$ cat config.mk
export PLATFORM = sky130hd
export DESIGN_NAME = gpio_edge_bank
export DESIGN_NICKNAME = d
export VERILOG_FILES = /design/src/rtl/gpio_edge_pkg.sv /design/src/rtl/gpio_edge_sync.sv /design/src/rtl/gpio_edge_ctrl.sv /design/src/rtl/gpio_edge_datapath.sv /design/src/rtl/gpio_edge_bank.sv
export SDC_FILE = /design/constraint.sdc
export NUM_CORES = 1
export LEC_CHECK = 0
export BUFFER_PORTS_ARGS = -buffer_cell sky130_fd_sc_hd__buf_2
export CELL_PAD_IN_SITES_DETAIL_PLACEMENT = 0
export CELL_PAD_IN_SITES_GLOBAL_PLACEMENT = 1
export CORE_ASPECT_RATIO = 0.6
export CORE_MARGIN = 2
export CORE_UTILIZATION = 44
export CTS_CLUSTER_DIAMETER = 60
export CTS_CLUSTER_SIZE = 20
export DETAILED_ROUTE_END_ITERATION = 10
export GPL_TIMING_DRIVEN = 0
export PLACE_DENSITY_LB_ADDON = 0.08
export SYNTH_ARGS = -nofsm -noshare
export SYNTH_HDL_FRONTEND = slang
export SYNTH_SLANG_ARGS = --single-unit
$ cat constraint.sdc
create_clock -name clk -period 2.35 [get_ports clk]
set_input_delay 0.705 -clock clk [delete_from_list [all_inputs] [get_ports clk]]
set_output_delay 0.705 -clock clk [all_outputs]
set_load 0.02 [all_outputs]
$ cat src/rtl/gpio_edge_pkg.sv
package gpio_edge_pkg;
  localparam int ADDR_W  = 3;
  localparam int DATA_W  = 32;
  localparam int SET_LSB = 0;
  localparam int CLR_LSB = 16;

  localparam logic [ADDR_W-1:0] OFS_DIR    = 3'd0;
  localparam logic [ADDR_W-1:0] OFS_OUT    = 3'd1;
  localparam logic [ADDR_W-1:0] OFS_SETCLR = 3'd2;
  localparam logic [ADDR_W-1:0] OFS_IRQEN  = 3'd3;
  localparam logic [ADDR_W-1:0] OFS_EDGE   = 3'd4;
  localparam logic [ADDR_W-1:0] OFS_TRIGEN = 3'd5;
  localparam logic [ADDR_W-1:0] OFS_STATUS = 3'd6;

  typedef struct packed {
    logic              wrDir;
    logic              wrOut;
    logic              wrSetClr;
    logic              wrIrqEn;
    logic              wrEdge;
    logic              wrTrig;
    logic              rdEn;
    logic              rdStatus;
    logic [ADDR_W-1:0] rdSel;
  } ctrlStrobes_t;
endpackage

$ cat src/rtl/gpio_edge_sync.sv
module gpio_edge_sync (
  input  logic clk,
  input  logic rstN,
  input  logic en,
  input  logic padBit,
  output logic syncLvl,
  output logic rise,
  output logic fall
);
  logic stage1, stage2, prevLvl;

  // Flops advance only while the pin's trigger or interrupt function is on
  always_ff @(posedge clk or negedge rstN) begin
    if (!rstN) begin
      stage1  <= 1'b0;
      stage2  <= 1'b0;
      prevLvl <= 1'b0;
    end else if (en) begin
      stage1  <= padBit;
      stage2  <= stage1;
      prevLvl <= stage2;
    end
  end

  assign syncLvl = stage2;
  assign rise    = stage2 & ~prevLvl;
  assign fall    = ~stage2 & prevLvl;
endmodule

$ cat src/rtl/gpio_edge_ctrl.sv
module gpio_edge_ctrl
  import gpio_edge_pkg::*;
(
  input  logic              busWrEn,
  input  logic              busRdEn,
  input  logic [ADDR_W-1:0] busAddr,
  output ctrlStrobes_t      strobes
);
  always_comb begin
    strobes          = '0;
    strobes.rdEn     = busRdEn;
    strobes.rdSel    = busAddr;
    strobes.rdStatus = busRdEn && (busAddr == OFS_STATUS);
    if (busWrEn) begin
      case (busAddr)
        OFS_DIR:    strobes.wrDir    = 1'b1;
        OFS_OUT:    strobes.wrOut    = 1'b1;
        OFS_SETCLR: strobes.wrSetClr = 1'b1;
        OFS_IRQEN:  strobes.wrIrqEn  = 1'b1;
        OFS_EDGE:   strobes.wrEdge   = 1'b1;
        OFS_TRIGEN: strobes.wrTrig   = 1'b1;
        default:    ;
      endcase
    end
  end
endmodule

$ cat src/rtl/gpio_edge_datapath.sv
module gpio_edge_datapath
  import gpio_edge_pkg::*;
#(
  parameter int NUM_PINS = 8
) (
  input  logic                clk,
  input  logic                rstN,
  input  ctrlStrobes_t        strobes,
  input  logic [DATA_W-1:0]   busWrData,
  output logic [DATA_W-1:0]   busRdData,
  input  logic [NUM_PINS-1:0] padIn,
  output logic [NUM_PINS-1:0] padOut,
  output logic [NUM_PINS-1:0] padOe,
  output logic [NUM_PINS-1:0] trigOut,
  output logic                irqOut,
  output logic [NUM_PINS-1:0] dirVec,
  output logic [NUM_PINS-1:0] irqEnVec,
  output logic [NUM_PINS-1:0] hitVec
);
  logic [NUM_PINS-1:0] dirReg, outReg, irqEnReg, edgeReg, trigReg, statusReg;
  logic [NUM_PINS-1:0] syncLvl, riseVec, fallVec;
  logic [NUM_PINS-1:0] setBits, clrBits;
  logic [DATA_W-1:0]   rdMux;

  assign setBits = busWrData[SET_LSB +: NUM_PINS];
  assign clrBits = busWrData[CLR_LSB +: NUM_PINS];

  for (genvar p = 0; p < NUM_PINS; p++) begin : g_pin
    gpio_edge_sync u_sync (
      .clk     (clk),
      .rstN    (rstN),
      .en      (irqEnReg[p] | trigReg[p]),
      .padBit  (padIn[p]),
      .syncLvl (syncLvl[p]),
      .rise    (riseVec[p]),
      .fall    (fallVec[p])
    );
    assign hitVec[p]  = irqEnReg[p] & ~dirReg[p] & (edgeReg[p] ? fallVec[p] : riseVec[p]);
    assign trigOut[p] = syncLvl[p] & trigReg[p] & ~dirReg[p];
  end

  always_ff @(posedge clk or negedge rstN) begin
    if (!rstN) begin
      dirReg   <= '0;
      outReg   <= '0;
      irqEnReg <= '0;
      edgeReg  <= '0;
      trigReg  <= '0;
    end else begin
      if (strobes.wrDir)    dirReg   <= busWrData[NUM_PINS-1:0];
      if (strobes.wrIrqEn)  irqEnReg <= busWrData[NUM_PINS-1:0];
      if (strobes.wrEdge)   edgeReg  <= busWrData[NUM_PINS-1:0];
      if (strobes.wrTrig)   trigReg  <= busWrData[NUM_PINS-1:0];
      if (strobes.wrOut)         outReg <= busWrData[NUM_PINS-1:0];
      else if (strobes.wrSetClr) outReg <= (outReg | setBits) & ~clrBits;
    end
  end

  // Clear-on-read keeps any edge that lands in the read cycle
  always_ff @(posedge clk or negedge rstN) begin
    if (!rstN) statusReg <= '0;
    else       statusReg <= (strobes.rdStatus ? '0 : statusReg) | hitVec;
  end

  always_comb begin
    rdMux = '0;
    case (strobes.rdSel)
      OFS_DIR:    rdMux[NUM_PINS-1:0] = dirReg;
      OFS_OUT:    rdMux[NUM_PINS-1:0] = outReg;
      OFS_IRQEN:  rdMux[NUM_PINS-1:0] = irqEnReg;
      OFS_EDGE:   rdMux[NUM_PINS-1:0] = edgeReg;
      OFS_TRIGEN: rdMux[NUM_PINS-1:0] = trigReg;
      OFS_STATUS: rdMux[NUM_PINS-1:0] = statusReg;
      default:    rdMux = '0;
    endcase
  end

  always_ff @(posedge clk or negedge rstN) begin
    if (!rstN)             busRdData <= '0;
    else if (strobes.rdEn) busRdData <= rdMux;
  end

  assign padOut   = outReg;
  assign padOe    = dirReg;
  assign irqOut   = |statusReg;
  assign dirVec   = dirReg;
  assign irqEnVec = irqEnReg;
endmodule

$ cat src/rtl/gpio_edge_bank.sv
module gpio_edge_bank
  import gpio_edge_pkg::*;
#(
  parameter int NUM_PINS = 8
) (
  input  logic                clk,
  input  logic                rstN,
  input  logic                busWrEn,
  input  logic                busRdEn,
  input  logic [ADDR_W-1:0]   busAddr,
  input  logic [DATA_W-1:0]   busWrData,
  output logic [DATA_W-1:0]   busRdData,
  input  logic [NUM_PINS-1:0] padIn,
  output logic [NUM_PINS-1:0] padOut,
  output logic [NUM_PINS-1:0] padOe,
  output logic [NUM_PINS-1:0] trigOut,
  output logic                irqOut
);
  ctrlStrobes_t        strobes;
  logic [NUM_PINS-1:0] dirVec, irqEnVec, hitVec;

  gpio_edge_ctrl u_ctrl (
    .busWrEn (busWrEn),
    .busRdEn (busRdEn),
    .busAddr (busAddr),
    .strobes (strobes)
  );

  gpio_edge_datapath #(.NUM_PINS(NUM_PINS)) u_dp (
    .clk       (clk),
    .rstN      (rstN),
    .strobes   (strobes),
    .busWrData (busWrData),
    .busRdData (busRdData),
    .padIn     (padIn),
    .padOut    (padOut),
    .padOe     (padOe),
    .trigOut   (trigOut),
    .irqOut    (irqOut),
    .dirVec    (dirVec),
    .irqEnVec  (irqEnVec),
    .hitVec    (hitVec)
  );
endmodule

== Word level (Yosys, flattened, before mapping) ==
Cells that the tools add are included.
Operators by class
  bitwise operators: 84
  muxes and demuxes: 19
  reduce and logical (&&, ||, !) cells: 4
  equality and inequality tests: 6
Operators with widths (count)
  $and A1 B1 Y1: 48
  $pmux W8 S6: 1
  $mux W8: 3
  $not A1 Y1: 24
  $or A8 B8 Y8: 2
  $mux W1: 14
  $eq A3 B3 Y1 const B: 3
  $and A8 B8 Y8: 1
  $not A8 Y8: 1
  $or A1 B1 Y1: 8
  $reduce_or A8 Y1: 1
  $eq A3 B2 Y1 const B: 2
  $mux W6: 1
  $eq A3 B1 Y1 const B: 1
  $logic_not A3 Y1: 1
  $reduce_bool A2 Y1: 1
  $logic_and A1 B1 Y1: 1
Storage, ports and cells
  logic and storage cells: 144
  register bits: 80

== Depth between registers and ports, before layout ==
  depth after elaboration: 5
  depth in mapped cells: 7
  gate-level depth less buffers: 4

== Modules after synthesis ==
A second synthesis with hierarchy kept.
Unflattened totals
  cell total of the unflattened synthesis: 366
  area total of the unflattened synthesis: 4146.5 sq um
By module, submodules not included
  gpio_edge_datapath: cells each 291, area an instance 3059.2 sq um, instances 1
  gpio_edge_sync: cells each 8, area an instance 121.4 sq um, instances 8
  gpio_edge_ctrl: cells each 11, area an instance 116.4 sq um, instances 1

== Worst setup path before layout ==
No wires, ideal clock.
  path type: in2reg
  from: input busAddr[2]
  to: register u_dp.busRdData[6]
  library setup time: 122 ps
  buffers on the path: 2
  stages on the path: 5
  arrival time: 1659 ps
  slack: 569 ps
  data required time: 2228 ps
  path through: buf_4 > nor2b_4 > buf_6 > a221o_1 > a32o_1
On the way
  longest elaborated chain between the ends: 2
  elaborated cells on any way between the ends: 7
RTL lines
  start: declaration: line gpio_edge_bank.sv:10  | input logic [ADDR_W-1:0] busAddr,
  $eq A3 B3 Y1 (tied with other cells): line gpio_edge_datapath.sv:67  | case (strobes.rdSel)
  $pmux W8 S6 *: line gpio_edge_datapath.sv:67
  end signal: assignment: line gpio_edge_datapath.sv:80  | else if (strobes.rdEn) busRdData <= rdMux;
  end: declaration: line gpio_edge_datapath.sv:10  | output logic [DATA_W-1:0] busRdData,
Every way passes the cells marked *; elsewhere a longest branch is shown, timed or not.
A chain may end at the register's enable or synchronous reset.

== Final worst setup path ==
  from: register u_dp.statusReg[1]
  to: output irqOut
On the way
  longest elaborated chain between the ends: 1
RTL lines
  start: declaration: line gpio_edge_datapath.sv:20  | logic [NUM_PINS-1:0] dirReg, outReg, irqEnReg, edgeReg, trigReg, statusReg;
  start signal: assignment: line gpio_edge_datapath.sv:62  | else statusReg <= (strobes.rdStatus ? '0 : statusReg) | hitVec;
  $reduce_or A8 Y1: line gpio_edge_datapath.sv:85  | assign irqOut = |statusReg;
  end: declaration: line gpio_edge_bank.sv:17  | output logic irqOut
Every way passes these cells.

==> results.py <==
metrics = {
    "floorplanning": {
        "core_area_sq_um": 8653,
        "fp.dieH_microns": 77.78,
        "std_cell_rows": 26,
        "die_width_microns": 127.0,
        "initial_core_util": 0.4612,
        "pin_count": 104,
        "die_area_sq_um": 9874,
    },
    "critical_path": {
        "crit-reg2reg-launch": "u_dp.trigReg[1]$_DFFE_PN0P_",
        "reg2reg_to": "u_dp.busRdData[1]$_DFFE_PN0P_",
        "cp-end-kind": "primary output",
        "critical_path.cell_chain": "nor4_1, nand2_1, buf_2",
        "critical_path.n_buffers_inverters": 1,
        "worst_ep_required_time_ns": 1.64,
        "timing.critical_path.from_type": "flop",
        "worstPathMaxFanout": 3,
        "critPathTopFamily": "simple AND/OR/NAND/NOR gates",
        "critPathSlowestCell": "dfrtp_1",
        "max_stage_delay_ns": 0.41,
        "criticalPathCategory": "reg2out",
        "r2r_setup_slack_ns": 1.04,
        "worst_r2r_path_depth": 4,
        "worstPathArrival_ns": 1.44,
    },
    "synth": {
        "post_synth_main_area_contributors": "dfrtp_1 50%, mux2_2 13%, buf_4 5.1%, o21ai_0 3.8%, nand2_1 3.4%",
        "synth_area_leader_cell": "dfrtp_1",
        "synth.ff_latch_count": 80,
        "synth_sequential_area_ratio": 0.5016,
        "post_synth_inst_count": 360,
        "distinct_cell_type_count_of_the_synthesized_netlist": 46,
        "yosys_warnings": 0,
        "post_synth_instance_area_sq_um": 3991,
        "synth.avg_cell_area_sq_um": 11.09,
        "post-synth-top-area-fraction": 0.5016,
    },
    "global_routing": {
        "grt_pass1_wl_mm": 16.02,
        "pin_count_of_the_biggest_net_entering_global_routing": 71,
        "total_global_routing_overflow": 0,
        "number_of_antenna_violations_at_the_first_check_in_global_routing": 0,
        "global_route.usage.total": 0.2171,
        "via_count_of_the_first_global_routing_pass": 2922,
    },
    "clocking": {
        "clock_sink_count": 80,
        "tritoncts.num_buffers": 9,
        "clk_transition_reported_paths_ns": 0.06,
        "cts_htree_levels": 3,
        "cts-hold-fix-buffers": 0,
        "cts_resized": 0,
        "cts_setup_buffers": 0,
        "root_buffer_selected_by_cts": "clkbuf_16",
        "insertion_delay_ns": 0.34,
        "clk_path_buf_depth": 2,
        "clock_tree_from_tritoncts": "built",
    },
    "route": {
        "detail_route.drc_violations": 0,
        "avgRoutedWirePerCell_microns": 17.89,
        "ant_nets": 0,
        "vias_per_cell": 5.380,
        "drt_wl_total_mm": 10.25,
        "drtIter0Drc": 231,
        "drt_pre_antenna_iters": 5,
        "vias": 3083,
    },
    "placement": {
        "dpl.hpwl_mm": 7.189,
        "placement.cell_area_sq_um": 4553,
        "portBuffers": 61,
        "place_congestion": 0.8260,
        "placedCellCount": 557,
    },
    "power": {
        "peakVddDrop_mv": 0.5296,
        "comb_power_share": 0.253,
        "power.internal_mw": 3.355,
        "clockPowerShare": 0.301,
        "net_switching_component_of_the_power_mw": 1.539,
        "total_leakage_power_nw": 2.338,
        "powerDensity_nw_per_um2": 1004,
        "power.share.switching": 0.3145,
        "share_of_total_power_in_sequential_cells": 0.446,
    },
    "layout": {
        "n_fill_cell": 788,
        "mostFrequentLayoutCell": "dfrtp_1",
        "fin_util": 0.5630,
        "area.growth.synth_to_final_pct": 22.07,
        "final_cells": 573,
        "layout_common_cells": "80 x dfrtp_1, 64 x buf_2, 46 x mux2_2",
        "finish.net_count": 503,
        "antenna_cells_inserted": 0,
        "drive_gt1_frac": 0.3709,
        "final_cell_area_sq_um": 4872,
    },
    "sta": {
        "final-hold-violation-count": 0,
        "slew_viol_final": 0,
        "report.final.setup_viol": 0,
        "fin_hold_ws_ns": 0.2077,
        "grt_setup_unrepaired": "no",
        "final_worst_path_cycle_share": 0.9115,
        "worst_slew_pin_slew_ns": 0.5822,
        "finClkSkew_ns": 0.005254,
        "slew-limit-headroom": 0.6106,
        "max_clock_freq_mhz": 466.8,
        "period_minus_slack_ns": 2.142,
    },
    "status": {
        "outcome": "complete, no violations",
    },
    "job": {
        "drv.max_cap_violation_count": 0,
    },
    "worst_hold_path": {
        "hold_path_class": "in2async",
    },
}
[kinds of logic (layout without fill, tap and decap cells)]
kind of cell,Yosys count,count (layout),share of synthesized area
AOI/OAI and AO/OA,82,82,0.1345
xor gates and xnor gates,1,1,0.002195
and+or+nand+nor,92,92,0.1213
muxes,57,57,0.1611
other,1,24,0.0009395
DFF,80,80,0.5016
buffers and inverters,47,125,0.07837
[cells in the mapped netlist (all sizes together)]
| cell type | instances |
|---|---|
| a31oi | 3 |
| mux2i | 8 |
| buf | 35 |
| nor3 | 3 |
| o21a | 1 |
| nor4 | 2 |
| nand2b | 2 |
| clkbuf | 2 |
| nand4b | 1 |
| nand3 | 5 |
| nand4bb | 1 |
| a32o | 10 |
| nand3b | 2 |
| and3 | 8 |
| a22oi | 2 |
| o31a | 1 |
| dfrtp | 80 |
| a211oi | 1 |
| a21oi | 22 |
| conb | 1 |
| inv | 10 |
| mux2 | 48 |
| and2b | 2 |
| nand2 | 37 |
| or2 | 2 |
| xnor2 | 1 |
| o21ai | 30 |
| o22a | 2 |
| a21o | 1 |
| nor2 | 20 |
| a22o | 3 |
| o211ai | 1 |
| a221o | 1 |
| a221oi | 4 |
| nor2b | 7 |
| mux4 | 1 |
[final cells by class]
cell class / count / area (sq um) / area share
Buffer: 37 / 275.3 / 0.05650
Multi-Input combinational cell: 256 / 1763 / 0.3618
Sequential cell: 80 / 2002 / 0.4109
Clock buffer: 14 / 284.0 / 0.05829
Clock inverter: 2 / 35.03 / 0.007191
Timing Repair Buffer: 62 / 335.3 / 0.06882
Inverter: 10 / 37.54 / 0.007704
Tap cell: 112 / 140.1 / 0.02876
[worst max-delay path by stage]
stage	startpoint	to	cells past startpoint
after floorplan	busAddr[2]	u_dp.busRdData[6]$_DFFE_PN0P_	5
after global placement	rstN	u_dp.g_pin[6].u_sync.stage1$_DFFE_PN0P_	1
after detailed placement	busAddr[1]	u_dp.padOut[5]$_DFFE_PN0P_	7
after CTS	u_dp.statusReg[1]$_DFF_PN0_	irqOut	3
after global routing	u_dp.statusReg[1]$_DFF_PN0_	irqOut	3
final	u_dp.statusReg[1]$_DFF_PN0_	irqOut	3
[metrics by stage]
| step | power, mW | setup WS (ns) | TNS (ns) |
|---|---|---|---|
| 2_1_floorplan | 3.008 | 0.5692 | 0 |
| 3_3_place_gp | 3.395 | -0.08310 | -6.092 |
| 6_report | 4.894 | 0.2079 | 0 |
| 3_5_place_dp | 3.441 | 0.1241 | 0 |
| 5_1_grt | 5.168 | 0.1397 | 0 |
| 4_1_cts | 4.921 | 0.1666 | 0 |
[worst reg2reg max path, cell delays in order (launching register included)]
cell	delay [ns]
dfrtp_1	0.41
mux4_2	0.47
nor2_1	0.10
nor3_1	0.06
a21o_1	0.16
[layer usage]
metal / global-route usage / share of wire
met5: 0 / 0
met4: 0.05604 / 0.011
met3: 0.06690 / 0.084
met2: 0.3054 / 0.42
met1: 0.3242 / 0.49
[power groups by stage]
stage	sequential, mW	clock, mW	combinational (mW)
after floorplan	2.18	0	0.826
after global placement	2.19	0	1.21
after detailed placement	2.20	0	1.24
after CTS	2.18	1.49	1.25
after global routing	2.25	1.56	1.36
final	2.18	1.47	1.24
[flip-flops by register name (all words and copies together) (netlist names)]
name                       count
u_dp.busRdData                 8
u_dp.dirVec                    8
u_dp.edgeReg                   8
u_dp.g_pin.u_sync.prevLvl      8
u_dp.g_pin.u_sync.stage1       8
u_dp.g_pin.u_sync.syncLvl      8
u_dp.irqEnVec                  8
u_dp.padOut                    8
u_dp.statusReg                 8
u_dp.trigReg                   8
Note: power is estimated with default switching activity, not from simulation.
